--- config.mk ---
export PLATFORM = sky130hd
export DESIGN_NAME = gpio_irq_bank
export DESIGN_NICKNAME = d
export VERILOG_FILES = /design/src/rtl/gpio_irq_pkg.sv /design/src/rtl/gpio_sync.sv /design/src/rtl/gpio_regs.sv /design/src/rtl/gpio_detect.sv /design/src/rtl/gpio_irq_bank.sv
export SDC_FILE = /design/constraint.sdc
export NUM_CORES = 1
export LEC_CHECK = 0
export BUFFER_PORTS_ARGS = -buffer_cell sky130_fd_sc_hd__buf_2
export CORE_ASPECT_RATIO = 0.75
export CORE_MARGIN = 1
export CORE_UTILIZATION = 57
export CTS_CLUSTER_DIAMETER = 60
export DETAILED_ROUTE_END_ITERATION = 16
export PLACE_DENSITY_LB_ADDON = 0.1
export SLEW_MARGIN = 20
export SYNTH_ARGS = -nofsm -noshare
export SYNTH_HDL_FRONTEND = slang
export SYNTH_SLANG_ARGS = --single-unit
export TNS_END_PERCENT = 20
--- constraint.sdc ---
create_clock -name clk -period 2.9 [get_ports clk]
set_clock_uncertainty 0.1 [all_clocks]
set_input_delay 0.435 -clock clk [delete_from_list [all_inputs] [get_ports clk]]
set_output_delay 0.435 -clock clk [all_outputs]
set_load 0.02 [all_outputs]
--- src/rtl/gpio_irq_pkg.sv ---
package gpio_irq_pkg;

    localparam int NPIN   = 32;
    localparam int ADDR_W = 7;

    typedef logic [NPIN-1:0] pinvec_t;

    localparam logic [ADDR_W-1:0] OFS_MODE = 7'h00;
    localparam logic [ADDR_W-1:0] OFS_DIR  = 7'h04;
    localparam logic [ADDR_W-1:0] OFS_DOUT = 7'h08;
    localparam logic [ADDR_W-1:0] OFS_DIN  = 7'h0C;
    localparam logic [ADDR_W-1:0] OFS_PEND = 7'h10;
    localparam logic [ADDR_W-1:0] OFS_PCLR = 7'h14;
    localparam logic [ADDR_W-1:0] OFS_MASK = 7'h18;
    localparam logic [ADDR_W-1:0] OFS_MCLR = 7'h1C;
    localparam logic [ADDR_W-1:0] OFS_POL  = 7'h20;
    localparam logic [ADDR_W-1:0] OFS_EDGE = 7'h24;
    localparam logic [ADDR_W-1:0] OFS_BOTH = 7'h4C;

    typedef enum logic [3:0] {
        SEL_NONE, SEL_MODE, SEL_DIR, SEL_DOUT, SEL_DIN, SEL_PEND,
        SEL_PCLR, SEL_MASK, SEL_MCLR, SEL_POL, SEL_EDGE, SEL_BOTH
    } reg_sel_e;

    typedef struct packed {
        pinvec_t irq_mode;
        pinvec_t dir;
        pinvec_t dout;
        pinvec_t pol;
        pinvec_t edge_sel;
        pinvec_t both;
        pinvec_t mask;
    } cfg_t;

    function automatic reg_sel_e decode_addr(logic [ADDR_W-1:0] a);
        reg_sel_e s;
        case (a)
            OFS_MODE: s = SEL_MODE;
            OFS_DIR:  s = SEL_DIR;
            OFS_DOUT: s = SEL_DOUT;
            OFS_DIN:  s = SEL_DIN;
            OFS_PEND: s = SEL_PEND;
            OFS_PCLR: s = SEL_PCLR;
            OFS_MASK: s = SEL_MASK;
            OFS_MCLR: s = SEL_MCLR;
            OFS_POL:  s = SEL_POL;
            OFS_EDGE: s = SEL_EDGE;
            OFS_BOTH: s = SEL_BOTH;
            default:  s = SEL_NONE;
        endcase
        return s;
    endfunction

    // event on one pin given current and previous synchronised level
    function automatic logic edge_event(logic cur, logic prev, logic neg, logic any);
        logic rise, fall;
        rise = cur & ~prev;
        fall = ~cur & prev;
        if (any) return rise | fall;
        return neg ? fall : rise;
    endfunction

endpackage

--- src/rtl/gpio_sync.sv ---
module gpio_sync #(
    parameter int W      = 32,
    parameter int STAGES = 2
) (
    input  logic         clk,
    input  logic         rst,
    input  logic [W-1:0] d,
    output logic [W-1:0] q
);
    logic [W-1:0] chain [STAGES];

    generate
        for (genvar s = 0; s < STAGES; s++) begin : g_stage
            always_ff @(posedge clk) begin
                if (rst) chain[s] <= '0;
                else if (s == 0) chain[s] <= d;
                else chain[s] <= chain[(s == 0) ? 0 : s-1];
            end
        end
    endgenerate

    assign q = chain[STAGES-1];
endmodule

--- src/rtl/gpio_regs.sv ---
module gpio_regs
    import gpio_irq_pkg::*;
(
    input  logic     clk,
    input  logic     rst,
    input  logic     wr_en,
    input  reg_sel_e sel,
    input  pinvec_t  wdata,
    output cfg_t     cfg,
    output pinvec_t  pend_clr
);
    always_ff @(posedge clk) begin
        if (rst) begin
            cfg.irq_mode <= '0;
            cfg.dir      <= '0;
            cfg.dout     <= '0;
            cfg.pol      <= '0;
            cfg.edge_sel <= '0;
            cfg.both     <= '0;
            cfg.mask     <= '1;
        end else if (wr_en) begin
            case (sel)
                SEL_MODE: cfg.irq_mode <= wdata;
                SEL_DIR:  cfg.dir      <= wdata;
                SEL_DOUT: cfg.dout     <= wdata;
                SEL_POL:  cfg.pol      <= wdata;
                SEL_EDGE: cfg.edge_sel <= wdata;
                SEL_BOTH: cfg.both     <= wdata;
                SEL_MASK: cfg.mask     <= cfg.mask | ~wdata;
                SEL_MCLR: cfg.mask     <= cfg.mask & ~wdata;
                default:  ;
            endcase
        end
    end

    assign pend_clr = (wr_en && sel == SEL_PCLR) ? wdata : '0;
endmodule

--- src/rtl/gpio_detect.sv ---
module gpio_detect
    import gpio_irq_pkg::*;
(
    input  logic    clk,
    input  logic    rst,
    input  pinvec_t lvl,
    input  pinvec_t irq_mode,
    input  pinvec_t pol,
    input  pinvec_t edge_sel,
    input  pinvec_t both,
    input  pinvec_t pend_clr,
    output pinvec_t pending
);
    pinvec_t prev;

    always_ff @(posedge clk) begin
        if (rst) prev <= '0;
        else     prev <= lvl;
    end

    generate
        for (genvar i = 0; i < NPIN; i++) begin : g_pin
            logic hit;
            assign hit = edge_event(lvl[i], prev[i], pol[i], both[i]);
            always_ff @(posedge clk) begin
                if (rst)               pending[i] <= 1'b0;
                else if (!irq_mode[i]) pending[i] <= 1'b0;
                else if (!edge_sel[i]) pending[i] <= lvl[i] ^ pol[i];
                else if (hit)          pending[i] <= 1'b1;
                else if (pend_clr[i])  pending[i] <= 1'b0;
            end
        end
    endgenerate
endmodule

--- src/rtl/gpio_irq_bank.sv ---
module gpio_irq_bank
    import gpio_irq_pkg::*;
#(
    parameter int SYNC_STAGES = 2
) (
    input  logic              clk,
    input  logic              rst,
    input  logic              bus_valid,
    input  logic              bus_write,
    input  logic [ADDR_W-1:0] bus_addr,
    input  logic [NPIN-1:0]   bus_wdata,
    output logic [NPIN-1:0]   bus_rdata,
    input  logic [NPIN-1:0]   pin_in,
    output logic [NPIN-1:0]   pin_out,
    output logic [NPIN-1:0]   pin_oe,
    output logic              irq
);
    reg_sel_e sel;
    cfg_t     cfg;
    pinvec_t  pend_clr;
    pinvec_t  lvl;
    pinvec_t  pending;
    pinvec_t  rd_mux;

    assign sel = decode_addr(bus_addr);

    gpio_regs u_regs (
        .clk      (clk),
        .rst      (rst),
        .wr_en    (bus_valid & bus_write),
        .sel      (sel),
        .wdata    (bus_wdata),
        .cfg      (cfg),
        .pend_clr (pend_clr)
    );

    gpio_sync #(.W(NPIN), .STAGES(SYNC_STAGES)) u_sync (
        .clk (clk),
        .rst (rst),
        .d   (pin_in),
        .q   (lvl)
    );

    gpio_detect u_det (
        .clk      (clk),
        .rst      (rst),
        .lvl      (lvl),
        .irq_mode (cfg.irq_mode),
        .pol      (cfg.pol),
        .edge_sel (cfg.edge_sel),
        .both     (cfg.both),
        .pend_clr (pend_clr),
        .pending  (pending)
    );

    always_comb begin
        case (sel)
            SEL_MODE: rd_mux = cfg.irq_mode;
            SEL_DIR:  rd_mux = cfg.dir;
            SEL_DOUT: rd_mux = cfg.dout;
            SEL_DIN:  rd_mux = lvl;
            SEL_PEND: rd_mux = pending;
            SEL_MASK: rd_mux = cfg.mask;
            SEL_POL:  rd_mux = cfg.pol;
            SEL_EDGE: rd_mux = cfg.edge_sel;
            SEL_BOTH: rd_mux = cfg.both;
            default:  rd_mux = '0;
        endcase
    end

    always_ff @(posedge clk) begin
        if (rst) bus_rdata <= '0;
        else if (bus_valid && !bus_write) bus_rdata <= rd_mux;
    end

    assign pin_out = cfg.dout;
    assign pin_oe  = cfg.dir & ~cfg.irq_mode;
    assign irq     = |(pending & ~cfg.mask);
endmodule

==> metrics <==
run status=finished clean; CTS Buf Count=38; Crit Path Class=flip-flop to output port; full die area=around 33,000 um2; initial core utilization=between 50% and 60%; PortBufs=roughly 170; worst path required time=roughly 2.4 ns; critical path's slowest cell=nor4_1; share of cells above drive strength 1=a little under a fifth; H-tree depth=2; Nets=approximately 2,500; YS warnings=0; Syn Nets=between 2,000 and 2,500; setup_tns=0 ns; syn avg cell area=~8.3 um2; Max-Cap Viols=0; vias per cell=between 5 and 6; period utilisation layout=a little over nine tenths; Synth top area share=41.22%; Rows=56; endpoints failing setup=0; most frequent cell after synthesis=nand2_1; Core Box Area=roughly 32,000 um2; final core utilization=66.69%; Slew Limit Fails=0; Cell Count, Final, Fillers Out=2,807; Post-DRT Antenna Nets=0; Hold Worst Slack=around 0.008 ns; Buf+Inv Stages, Crit Path=1; Synth cell types=63; Post-Route M1 WL=~27,000 um; clock tree from TritonCTS=built; routed wl met2=27,150 um; GRT overflow=0; Mapped Cells=around 2,200; wire length on met3=around 6400 um; clk buf depth=3; Die W=~210 um; pwr/cell area=roughly 520 nW/um2; number of synthesized flops with an enable pin=0; initial antenna violation count=1; DR iter-0 viols=1,830; pre-CTS WS=~0.31 ns; Peak supply drop=roughly 0.00053 V; slowest stage delay, CP=0.53 ns; mapped cell area=approximately 19,000 um2; worst relative slew slack=28.30%; placed wire-length estimate=40,680 um; clock insertion delay at the later pin of the skew report=0.55 ns; fmax=roughly 360 MHz; Filler Cell Count=between 2,000 and 3,000; via count=16,820; #FFs+latches synth=384; Top delay family on crit path=simple AND/OR/NAND/NOR gates; vias in the first global route=~16,000; Period minus WS final=between 2 and 3 ns; Area growth syn-to-layout=13.50%; Area after DPL=just under 20,000 um2; HP Class=input port to flip-flop; wirelength, routed=approximately 62,000 um; crit end category=output port; post-DR wirelength/cell=between 20 and 25 um; Fin. Hold Viols=0; IO Count=~170; Yosys top cell by area=dfxtp_1; root buffer cell=clkbuf_16; worst path cell trace=o22ai_1 > nor4_1 > nand4_1 > buf_2; Detailed Routing Iterations Pass 1=7; Static Leak=between 8 and 9 nW; Seq/Total Area, Yosys=between 40 and 50%; highest routed metal layer=met4; RSZ-0062 raised after global routing=no; GPL Wtd Cong=0.9735; clk sink count=384; crit path max fanout=4; main flop type after synthesis=dfxtp_1; first-pass GRT wire length=around 94,000 um; DR DRC count=0; clk slew on worst S/H paths=0.06 ns; worst-margin pin slew=1.076 ns; largest net degree at the start of global routing=80; asr flop ratio synth=0%; synth cell count leaders=nand2_1 (452), dfxtp_1 (384), a21oi_1 (213), inv_1 (132), nor2b_1 (130); Arrival @ worst endpoint=roughly 2.2 ns; synth top area cells=dfxtp_1 (41%), nand2_1 (9.1%), a21oi_1 (5.7%), nor2b_1 (4.4%), ha_1 (4.3%); Tot Pwr=between 10 and 15 mW; # placed instances=2,729; fin worst setup slack=~0.14 ns; Die Ht=between 150 and 200 um; GRT Overall Usage=36.76%; CP Launch Type=flip-flop; post-CTS sizing=0; post-route cell area=21,170 um2
[worst paths after layout]
kind                       start                   to  slack [ns]  cells past startpoint
max               u_regs.cfg[14]                  irq        0.14                      4
min                   pin_in[14]  u_sync.chain[0][14]       0.008                      2
max reg2reg  u_sync.chain[1][17]    u_det.pending[17]        1.33                      5
min reg2reg  u_sync.chain[0][25]  u_sync.chain[1][25]        0.33                      1
[per-layer routing]
| layer | up-vias | GRT usage (%) |
|---|---|---|
| met1 | 8055 | 51.23 |
| li1 | 7789 | - |
| met3 | 129 | 6.450 |
| met5 | - | 0 |
| met4 | 0 | 11.46 |
| met2 | 843 | 57.94 |
[sequential cells by signal, summed over array words and instances (netlist names)]
signal	count
u_det.prev	32
bus_rdata	32
u_regs.cfg	224
u_sync.chain	64
u_det.pending	32
[worst register-to-register path: stages, from the launching register on]
cell and delay, ns:
dfxtp_1 0.39, inv_1 0.08, ha_1 0.19, mux2_2 0.25, o21ai_0 0.30, a31oi_1 0.14
[cell type report]
class,count,area (um2),share of cell area (%)
Multi-Input combinational cell,1542,9529,45.01
Clock inverter,5,50.05,0.2364
Sequential cell,384,7687,36.31
Inverter,132,495.5,2.341
Timing Repair Buffer,249,1647,7.778
Tap cell,435,544.3,2.571
Clock buffer,59,1214,5.733
Antenna cell,1,2.502,0.01182
[cell usage in the layout, fill, tap and decap left out, types with 12 or more instances in the layout]
| master | synthesis | final |
|---|---|---|
| nand2_1 | 452 | 452 |
| dfxtp_1 | 384 | 384 |
| a21oi_1 | 213 | 213 |
| buf_2 | 47 | 170 |
| inv_1 | 132 | 132 |
| nor2b_1 | 130 | 129 |
| o21ai_0 | 119 | 119 |
| mux2_2 | 71 | 71 |
| nor2_1 | 70 | 69 |
| ha_1 | 64 | 64 |
| buf_4 | 41 | 52 |
| clkbuf_16 | 0 | 41 |
| a31oi_1 | 36 | 36 |
| mux2i_1 | 36 | 36 |
| nor3_1 | 35 | 35 |
| o21bai_1 | 32 | 32 |
| xor2_1 | 32 | 32 |
| a221oi_1 | 23 | 23 |
| a222oi_1 | 23 | 23 |
| nand2_2 | 17 | 17 |
| o22ai_1 | 16 | 16 |
| a21boi_0 | 16 | 16 |
| o2bb2ai_1 | 16 | 16 |
| a221oi_2 | 16 | 16 |
| a21oi_2 | 14 | 14 |
| dlygate4sd3_1 | 0 | 13 |
| buf_12 | 0 | 13 |
| clkbuf_8 | 0 | 12 |
[cell families after synthesis]
logic type / Yosys count / share of synthesized area (%)
simple gates: 777 / 19.58
compound gates: 562 / 19.37
flops: 384 / 41.22
buf+inv: 313 / 7.809
mux: 107 / 6.219
fa+ha+maj: 64 / 4.294
xor+xnor: 32 / 1.503
[repair_timing]
item / CTS / global route
hold buffers: 13 / 0
setup buffers: 0 / 0
hold endpoints to repair: 13 / 0
[report_power, final]
part / internal, mW / leakage (nW) / switching [mW]
Combinational: 0.231 / 4.44 / 0.419
Sequential: 5.33 / 3.11 / 0.0386
Clock: 2.95 / 0.628 / 2.10
No activity file was read; power rests on OpenSTA's default activity.
